[config.mk]
export PLATFORM = sky130hd
export DESIGN_NAME = pwr_mode_ctrl
export DESIGN_NICKNAME = d
export VERILOG_FILES = /design/src/rtl/pwr_mode_pkg.sv /design/src/rtl/pwr_rst_filter.sv /design/src/rtl/pwr_settle_timer.sv /design/src/rtl/pwr_mode_fsm.sv /design/src/rtl/pwr_mode_ctrl.sv
export SDC_FILE = /design/constraint.sdc
export NUM_CORES = 1
export LEC_CHECK = 0
export BUFFER_PORTS_ARGS = -buffer_cell sky130_fd_sc_hd__clkbuf_2
export CAP_MARGIN = 10
export CORE_ASPECT_RATIO = 0.9
export CORE_UTILIZATION = 40
export CTS_BUF_LIST = sky130_fd_sc_hd__clkbuf_16
export CTS_CLUSTER_SIZE = 20
export DETAILED_ROUTE_END_ITERATION = 7
export GPL_ROUTABILITY_DRIVEN = 0
export MAX_ROUTING_LAYER = met4
export PLACE_DENSITY_LB_ADDON = 0.12
export SYNTH_ARGS = -nofsm -noshare
export SYNTH_HDL_FRONTEND = slang
export SYNTH_SLANG_ARGS = --single-unit
[constraint.sdc]
create_clock -name clk -period 4.27 [get_ports clk]
set_input_delay 1.0675 -clock clk [delete_from_list [all_inputs] [get_ports clk]]
set_output_delay 1.0675 -clock clk [all_outputs]
set_load 0.1 [all_outputs]
[src/rtl/pwr_mode_pkg.sv]
package pwr_mode_pkg;
    typedef enum logic [1:0] {
        PM_RUN    = 2'b00,
        PM_IDLE   = 2'b01,
        PM_PDN    = 2'b10,
        PM_SETTLE = 2'b11
    } pm_state_t;

    localparam int PCON_IDL = 0;
    localparam int PCON_PDN = 1;
endpackage

[src/rtl/pwr_rst_filter.sv]
module pwr_rst_filter #(
    parameter int SYNC_STAGES = 2,
    parameter int MACH_CLKS   = 4,
    parameter int MIN_MACH    = 2
) (
    input  logic clk,
    input  logic por_n,
    input  logic pin_i,
    output logic rst_o
);
    localparam int MIN_HI = MACH_CLKS * MIN_MACH;
    localparam int CW     = $clog2(MIN_HI + 1);

    logic [SYNC_STAGES-1:0] sync_r;
    logic                   sync_q;
    logic [CW-1:0]          hi_cnt;

    always_ff @(posedge clk or negedge por_n) begin
        if (!por_n) sync_r <= '0;
        else        sync_r <= {sync_r[SYNC_STAGES-2:0], pin_i};
    end

    assign sync_q = sync_r[SYNC_STAGES-1];

    // consecutive high samples, saturating at the minimum width
    always_ff @(posedge clk or negedge por_n) begin
        if (!por_n)                      hi_cnt <= '0;
        else if (!sync_q)                hi_cnt <= '0;
        else if (hi_cnt != CW'(MIN_HI))  hi_cnt <= hi_cnt + 1'b1;
    end

    assign rst_o = (hi_cnt == CW'(MIN_HI));


    rst_from_high_chk: assert property (@(posedge clk) disable iff (!por_n)
        $rose(rst_o) |-> $past(sync_q));
endmodule

[src/rtl/pwr_settle_timer.sv]
module pwr_settle_timer #(
    parameter int CNT_W = 8
) (
    input  logic             clk,
    input  logic             por_n,
    input  logic             load_i,
    input  logic [CNT_W-1:0] load_val_i,
    input  logic             active_i,
    output logic             done_o
);
    logic [CNT_W-1:0] cnt_q;

    always_ff @(posedge clk or negedge por_n) begin
        if (!por_n)                         cnt_q <= '0;
        else if (load_i)                    cnt_q <= load_val_i;
        else if (active_i && cnt_q != '0)   cnt_q <= cnt_q - 1'b1;
    end

    assign done_o = (cnt_q == '0);


    settle_countdown_chk: assert property (@(posedge clk) disable iff (!por_n)
        (active_i && !load_i && cnt_q != '0) |=> (cnt_q == $past(cnt_q) - 1'b1));
endmodule

[src/rtl/pwr_mode_fsm.sv]
module pwr_mode_fsm
    import pwr_mode_pkg::*;
#(
    parameter int N_EXT = 4
) (
    input  logic             clk,
    input  logic             por_n,
    input  logic             sys_rst_i,
    input  logic             pcon_we_i,
    input  logic [1:0]       pcon_wdata_i,
    input  logic             irq_pend_i,
    input  logic [N_EXT-1:0] ext_int_n_i,
    input  logic             settle_done_i,
    output logic             settle_load_o,
    output logic             settle_active_o,
    output pm_state_t        state_o,
    output logic [1:0]       pcon_o,
    output logic             cpu_clk_en_o,
    output logic             per_clk_en_o,
    output logic             osc_en_o,
    output logic [N_EXT-1:0] ext_wake_o
);
    pm_state_t        state_q, state_n;
    logic [1:0]       pcon_q, pcon_n;
    logic [N_EXT-1:0] cap_q, cap_n;
    logic             wake_any;
    logic             settle_exit;

    assign wake_any    = |(~ext_int_n_i);
    assign settle_exit = (state_q == PM_SETTLE) && settle_done_i && !sys_rst_i;

    always_comb begin
        state_n = state_q;
        pcon_n  = pcon_q;
        cap_n   = cap_q;
        if (sys_rst_i) begin
            state_n = PM_RUN;
            pcon_n  = '0;
            cap_n   = '0;
        end else begin
            unique case (state_q)
                PM_RUN: begin
                    if (pcon_we_i) begin
                        if (pcon_wdata_i[PCON_PDN]) begin
                            state_n = PM_PDN;
                            pcon_n  = 2'b10;
                        end else if (pcon_wdata_i[PCON_IDL]) begin
                            state_n = PM_IDLE;
                            pcon_n  = 2'b01;
                        end
                    end
                end
                PM_IDLE: begin
                    if (irq_pend_i) begin
                        state_n          = PM_RUN;
                        pcon_n[PCON_IDL] = 1'b0;
                    end
                end
                PM_PDN: begin
                    if (wake_any) begin
                        state_n = PM_SETTLE;
                        cap_n   = ~ext_int_n_i;
                    end
                end
                PM_SETTLE: begin
                    if (settle_done_i) begin
                        state_n          = PM_RUN;
                        pcon_n[PCON_PDN] = 1'b0;
                    end
                end
                default: ;
            endcase
        end
    end

    always_ff @(posedge clk or negedge por_n) begin
        if (!por_n) begin
            state_q    <= PM_RUN;
            pcon_q     <= '0;
            cap_q      <= '0;
            ext_wake_o <= '0;
        end else begin
            state_q    <= state_n;
            pcon_q     <= pcon_n;
            cap_q      <= cap_n;
            ext_wake_o <= settle_exit ? cap_q : '0;
        end
    end

    always_comb begin
        cpu_clk_en_o = 1'b0;
        per_clk_en_o = 1'b0;
        osc_en_o     = 1'b0;
        unique case (state_q)
            PM_RUN:    begin cpu_clk_en_o = 1'b1; per_clk_en_o = 1'b1; osc_en_o = 1'b1; end
            PM_IDLE:   begin per_clk_en_o = 1'b1; osc_en_o = 1'b1; end
            PM_PDN:    ;
            PM_SETTLE: osc_en_o = 1'b1;
            default:   ;
        endcase
    end

    assign settle_load_o   = (state_q == PM_PDN) && wake_any && !sys_rst_i;
    assign settle_active_o = (state_q == PM_SETTLE);
    assign state_o         = state_q;
    assign pcon_o          = pcon_q;


    idle_entry_chk: assert property (@(posedge clk) disable iff (!por_n)
        (state_q == PM_RUN && pcon_we_i && pcon_wdata_i == 2'b01 && !sys_rst_i)
            |=> (state_q == PM_IDLE));

    idle_wake_chk: assert property (@(posedge clk) disable iff (!por_n)
        (state_q == PM_IDLE && irq_pend_i && !sys_rst_i)
            |=> (state_q == PM_RUN && !pcon_q[PCON_IDL]));

    pdn_priority_chk: assert property (@(posedge clk) disable iff (!por_n)
        (state_q == PM_RUN && pcon_we_i && pcon_wdata_i == 2'b11 && !sys_rst_i)
            |=> (state_q == PM_PDN && pcon_q == 2'b10));

    pdn_hold_chk: assert property (@(posedge clk) disable iff (!por_n)
        (state_q == PM_PDN && (&ext_int_n_i) && !sys_rst_i) |=> (state_q == PM_PDN));

    wake_pulse_chk: assert property (@(posedge clk) disable iff (!por_n)
        (ext_wake_o != '0) |-> (state_q == PM_RUN && $past(state_q) == PM_SETTLE));

    reset_to_run_chk: assert property (@(posedge clk) disable iff (!por_n)
        sys_rst_i |=> (state_q == PM_RUN && pcon_q == 2'b00));
endmodule

[src/rtl/pwr_mode_ctrl.sv]
module pwr_mode_ctrl
    import pwr_mode_pkg::*;
#(
    parameter int N_EXT       = 4,
    parameter int SYNC_STAGES = 2,
    parameter int MACH_CLKS   = 4,
    parameter int MIN_MACH    = 2,
    parameter int SETTLE_W    = 8
) (
    input  logic                clk,
    input  logic                por_n,
    input  logic                rst_pin_i,
    input  logic                pcon_we_i,
    input  logic [1:0]          pcon_wdata_i,
    input  logic                irq_pend_i,
    input  logic [N_EXT-1:0]    ext_int_n_i,
    input  logic [SETTLE_W-1:0] settle_len_i,
    output logic [1:0]          pcon_o,
    output logic [1:0]          mode_o,
    output logic                cpu_clk_en_o,
    output logic                per_clk_en_o,
    output logic                osc_en_o,
    output logic                sys_rst_o,
    output logic [N_EXT-1:0]    ext_wake_o
);
    logic      rst_q;
    logic      settle_load;
    logic      settle_active;
    logic      settle_done;
    pm_state_t state;

    pwr_rst_filter #(
        .SYNC_STAGES(SYNC_STAGES),
        .MACH_CLKS  (MACH_CLKS),
        .MIN_MACH   (MIN_MACH)
    ) u_filt (
        .clk  (clk),
        .por_n(por_n),
        .pin_i(rst_pin_i),
        .rst_o(rst_q)
    );

    pwr_settle_timer #(.CNT_W(SETTLE_W)) u_settle (
        .clk       (clk),
        .por_n     (por_n),
        .load_i    (settle_load),
        .load_val_i(settle_len_i),
        .active_i  (settle_active),
        .done_o    (settle_done)
    );

    pwr_mode_fsm #(.N_EXT(N_EXT)) u_fsm (
        .clk            (clk),
        .por_n          (por_n),
        .sys_rst_i      (rst_q),
        .pcon_we_i      (pcon_we_i),
        .pcon_wdata_i   (pcon_wdata_i),
        .irq_pend_i     (irq_pend_i),
        .ext_int_n_i    (ext_int_n_i),
        .settle_done_i  (settle_done),
        .settle_load_o  (settle_load),
        .settle_active_o(settle_active),
        .state_o        (state),
        .pcon_o         (pcon_o),
        .cpu_clk_en_o   (cpu_clk_en_o),
        .per_clk_en_o   (per_clk_en_o),
        .osc_en_o       (osc_en_o),
        .ext_wake_o     (ext_wake_o)
    );

    assign mode_o    = state;
    assign sys_rst_o = rst_q;


    pdn_all_off_chk: assert property (@(posedge clk) disable iff (!por_n)
        (mode_o == 2'b10) |-> (!osc_en_o && !cpu_clk_en_o && !per_clk_en_o));
endmodule

Word-level counts from Yosys, hierarchy flattened
Index checks and enable logic that the tools add are counted.
- memory bits (read-only): 0
- RAM bits: 0
- bits in latches: 0
- memories: 0
- output and inout port bits: 12
- register bits after elaboration: 26
- multiplexer cells: 24
- div/mod/pow operators: 0
- bitwise gates (word level): 1
- equality and inequality tests: 11
- order comparisons: 0
- add/sub/neg operators: 2
- reductions and logical operators: 21
- multiply operators: 0
- shift operators: 0
- operator list (kind ; count):
    2-to-1 mux 4 bit ; 6
    2-to-1 mux 2 bit ; 8
    2-to-1 mux 8 bit ; 2
    logical NOT 8 bit ; 1
    case mux 2 bit (4 select lines) ; 1
    AND reduction 4 bit ; 2
    nonzero test 8 bit ; 1
    subtractor 8 x 1 -> 8 bit (second input constant) ; 1
    inequality test 3 x 1 -> 1 bit (second input constant) ; 2
    inequality test 3 x 2 -> 1 bit (second input constant) ; 2
    nonzero test 2 bit ; 3
    nonzero test 3 bit ; 2
    logical AND 1 bit ; 5
    2-to-1 mux 1 bit ; 5
    AND reduction 5 bit ; 1
    adder 4 x 1 -> 4 bit (second input constant) ; 1
    equality test 2 bit (second input constant) ; 2
    equality test 4 bit (second input constant) ; 1
    inequality test 4 x 3 -> 1 bit (second input constant) ; 1
    inequality test 4 bit (second input constant) ; 1
    inverter 4 bit ; 1
    case mux 1 bit (2 select lines) ; 2
    OR reduction 4 bit ; 1
    OR reduction 3 bit ; 1
    other kinds (6) ; 6

Depth between registers and ports, before layout
- depth after elaboration: 5
- gate-level depth with buffers: 8
- mapped depth without buffers: 6

Modules after synthesis
A second synthesis with hierarchy kept.
- cells, all modules: 139
- area, all modules: 1405.1 sq um
- by module, submodules not included (module ; cells each ; area each (sq um) ; seq. area each (sq um) ; times used):
    pwr_mode_fsm ; 58 ; 600.6 ; 300.3 ; 1
    pwr_settle_timer ; 58 ; 528.0 ; 200.2 ; 1
    pwr_rst_filter ; 23 ; 276.5 ; 150.1 ; 1

Worst setup path before layout
Ideal clock, no wire load.
- path kind: reg2out
- start: reg u_fsm.state_q[1], in the netlist u_fsm.state_o[1]
- end: out cpu_clk_en_o
- path slack: 0.856 ns
- stages on the path, launching flop included: 3
- arrival: 2.346 ns
- cells stage by stage: dfrtp_1 -> clkbuf_1 -> nor2_1
- cells in the longest elaborated chain, start to end: 2
- ends and longest elaborated chain (what ; RTL line ; text):
    start, declared ; pwr_mode_fsm.sv:23 ; pm_state_t state_q, state_n;
    start signal, assigned ; pwr_mode_fsm.sv:83 ; state_q <= state_n;
    logical NOT 2 bit ; pwr_mode_fsm.sv:94 ; unique case (state_q)
    2-to-1 mux 1 bit ; pwr_mode_fsm.sv:94 ;
    end, declared ; pwr_mode_ctrl.sv:20 ; output logic cpu_clk_en_o,
Every way passes these cells.

Worst setup path in the final report
- start: reg u_filt.hi_cnt[0]
- end: out sys_rst_o
- cells in the longest elaborated chain, start to end: 1
- ends and longest elaborated chain (what ; RTL line ; text):
    start, declared ; pwr_rst_filter.sv:16 ; logic [CW-1:0] hi_cnt;
    start signal, assigned ; pwr_rst_filter.sv:29 ; else if (hi_cnt != CW'(MIN_HI)) hi_cnt <= hi_cnt + 1'b1;
    equality test 4 bit ; pwr_rst_filter.sv:32 ; assign rst_o = (hi_cnt == CW'(MIN_HI));
    end, declared ; pwr_mode_ctrl.sv:23 ; output logic sys_rst_o,
Every way passes these cells.

==> metrics.yaml <==
run_status:
  status: "completed"
synth:
  synth_cell_types: 39
  syn_nets: 152
  yosys.area_share.simple: 0.198
  synth-seq-cells: 26
  synthArstFlopShare: 1.00
  muxShareOfSynthArea: 0.0165
  yosys_warnings: 0
  yosys_most_used_dff: "dfrtp_1"
  yosysSeqAreaShare: 0.505
  synth_compound_area_frac: 0.176
  netlist_instances: 130
  syn-cell-area_um2: 1290
  yosys.area_share.adder: 0.0291
  syn_area_per_cell_um2: 9.91
  synth_top_family_by_area: "simple AND/OR/NAND/NOR gates"
  synth_xor_xnor_area_share: 0.0340
  synth_edf_count: 0
global_routing:
  grt-ovfl-total: 0
  antenna_found_initial: 0
  grt_pass1_vias: 969
  track_usage: 0.174
  grt_max_degree: 27
  grt_pass1_wl_mm: 4.35
pwr:
  p_leak_nw: 0.725
  powerDensity_nw_per_um2: 723
  power_switching_uw: 535
  sw_frac_of_total: 0.478
  ir_worst_vdd_mv: 0.524
  pwr-share-comb: 0.452
  finalPower_mw: 1.12
  p_int_uw: 583
  pwr-share-seq: 0.365
  power_frac_clock: 0.183
sta:
  rsz0062_at_grt: "no"
  max_freq_mhz: 333
  tightest_slew_ns: 0.635
  setup_tns_ns: 0
  worst_clock_skew_ns: 0.00158
  layout_min_cycle_time_ns: 3.00
  setup_ws_ns: 1.27
  layout_worst_path_cycle_share: 0.704
  hold_viol_final: 0
  slew_viol_final: 0
  setup_viol: 0
  maxSlewHeadroom: 0.577
worst_setup_path:
  critical_path_required_ns: 3.20
  critPathTopFamily: "buffers and inverters"
  regToRegEndpoint: "u_settle.cnt_q[3]"
  cpPeakStageDelay_ns: 0.55
  worstSetupEndpointType: "output port"
  slowest_stage: "clkbuf_2"
  path_cells: "inv_1 > ha_1 > and3b_1 > clkbuf_2"
  regToRegSetupSlack_ns: 2.19
  reg2reg_from: "u_filt.hi_cnt[0]"
  crit_fanout: 14
  cp.arrival_ns: 1.94
  critPathBufInv: 2
  crit_type: "register to output port"
  startpoint_type: "register"
  r2r_cells: 6
clock_tree:
  h-tree-depth: 1
  cts_resized: 0
  post_cts_buffers: 0
  ctsHoldBuffers: 0
  clock_tree.root_cell: "clkbuf_16"
  clk_latency_ns: 0.26
  clock_path_buffers: 2
  clkTransAtPathRegs_ns: 0.06
  cts_buffers: 3
  cts_tree: "done"
  cts.sinks: 26
worst_hold_path:
  worstHoldEndpoint: "u_filt.sync_r[1]"
  min_path_type: "register to register"
  worstHoldPathCells: 0
  hp-start: "u_filt.sync_r[0]"
final_layout:
  final_area_um2: 1550
  fin_nets: 181
  drive_gt1_frac: 0.253
  fillers: 284
  antenna_cells: 0
  utilization: 0.504
  area_growth_pct: 20.0
drt:
  avgRoutedWirePerCell_um: 12.1
  drt-initial-drc-count: 38
  finalWirelength_mm: 2.42
  ant_nets: 0
  drtPass1Iterations: 4
  drc: 0
  num_vias: 1011
  vias_per_cell: 5.06
job:
  drv_cap: 0
floorplanning:
  rows: 19
  core_area_um2: 3070
  fp.dieH_um: 55.9
  die_area_um2: 3450
  io_pins: 31
  start_util: 0.420
  chipWidth_um: 61.8
placed_design:
  placed_cell_area_um2: 1470
  portBuffers: 30
  hpwl_mm: 1.78
  pre_cts_slack_ns: 1.53
==> cell usage after synthesis (all sizes together), types with 2 or more instances <==
master / instances / area (um^2)
o21ai: 6 / 30.0
o21a: 2 / 15.0
clkbuf: 5 / 18.8
ha: 3 / 37.5
xnor2: 3 / 26.3
xor2: 2 / 17.5
a21oi: 9 / 45.0
nand2: 4 / 15.0
nor2b: 2 / 12.5
dfrtp: 26 / 651
inv: 8 / 30.0
or4: 3 / 25.0
o31ai: 2 / 15.0
a31oi: 4 / 25.0
or3: 3 / 20.0
nor3: 3 / 15.0
and2: 7 / 43.8
nor2: 19 / 71.3
==> worst register-to-register path, cell delays in order, from the launching register on <==
cell	delay, ns
dfrtp_1	0.42
inv_1	0.07
ha_1	0.14
and3b_1	0.50
nand3b_1	0.54
o31a_2	0.25
a21oi_1	0.05
==> layer usage <==
metal  up-vias  GRT usage  part of all wire
met2        22      0.252              0.44
li1        516          -                 -
met5         -          -                 0
met3         2     0.0372             0.045
met4         0     0.0667             0.011
met1       471      0.238              0.50
==> logic make-up after synthesis <==
group / Yosys count
compound gates: 32
mux: 2
buf+inv: 14
fa+ha+maj: 3
flops: 26
xor+xnor: 5
simple gates: 48
==> power groups by stage <==
stage	sequential [mW]	combinational [mW]	clock (mW)
3_3_place_gp	0.407	0.499	0
5_1_grt	0.423	0.551	0.220
3_5_place_dp	0.411	0.508	0
2_1_floorplan	0.497	0.325	0
6_report	0.408	0.505	0.204
4_1_cts	0.407	0.511	0.210
==> through the flow <==
| stage | cells | hold slack, ns |
|---|---|---|
| 2_1_floorplan | 130 | 0.331 |
| 3_3_place_gp | 196 | 0.334 |
| 3_5_place_dp | 196 | 0.341 |
| 4_1_cts | 200 | 0.355 |
| 5_1_grt | 200 | 0.377 |
| 6_report | 200 | 0.350 |
==> placed cells by master (no fill, tap or decap), drive strengths merged, types with 2 or more instances in the layout <==
master  synthesis  routed
clkbuf          5      33
dfrtp          26      26
nor2           19      19
a21oi           9       9
inv             8       8
and2            7       7
o21ai           6       6
nand2           4       4
a31oi           4       4
xnor2           3       3
nor3            3       3
ha              3       3
or3             3       3
or4             3       3
nor2b           2       2
xor2            2       2
o21a            2       2
o31ai           2       2
==> state kept, by name (all words and copies together) (netlist names) <==
name              count
u_fsm.cap_q           4
u_fsm.pcon_o          2
u_filt.sync_r         2
u_settle.cnt_q        8
u_fsm.state_o         2
u_filt.hi_cnt         4
u_fsm.ext_wake_o      4
==> worst max-delay path by stage <==
| stage | from | cells after the start | to |
|---|---|---|---|
| after floorplan | u_fsm.state_o[1] | 2 | cpu_clk_en_o |
| after global placement | u_filt.hi_cnt[0] | 4 | sys_rst_o |
| after detailed placement | u_filt.hi_cnt[0] | 4 | sys_rst_o |
| after CTS | u_filt.hi_cnt[0] | 4 | sys_rst_o |
| after global routing | u_filt.hi_cnt[0] | 4 | sys_rst_o |
| final | u_filt.hi_cnt[0] | 4 | sys_rst_o |
==> layout make-up <==
type	count	area (um^2)	area share
Clock buffer	3	75.1	0.0485
Clock inverter	1	3.75	0.00243
Inverter	8	30.0	0.0194
Multi-Input combinational cell	90	584	0.378
Sequential cell	26	651	0.421
Tap cell	42	52.6	0.0340
Timing Repair Buffer	30	150	0.0971
Note: power is estimated with default switching activity, not from simulation.
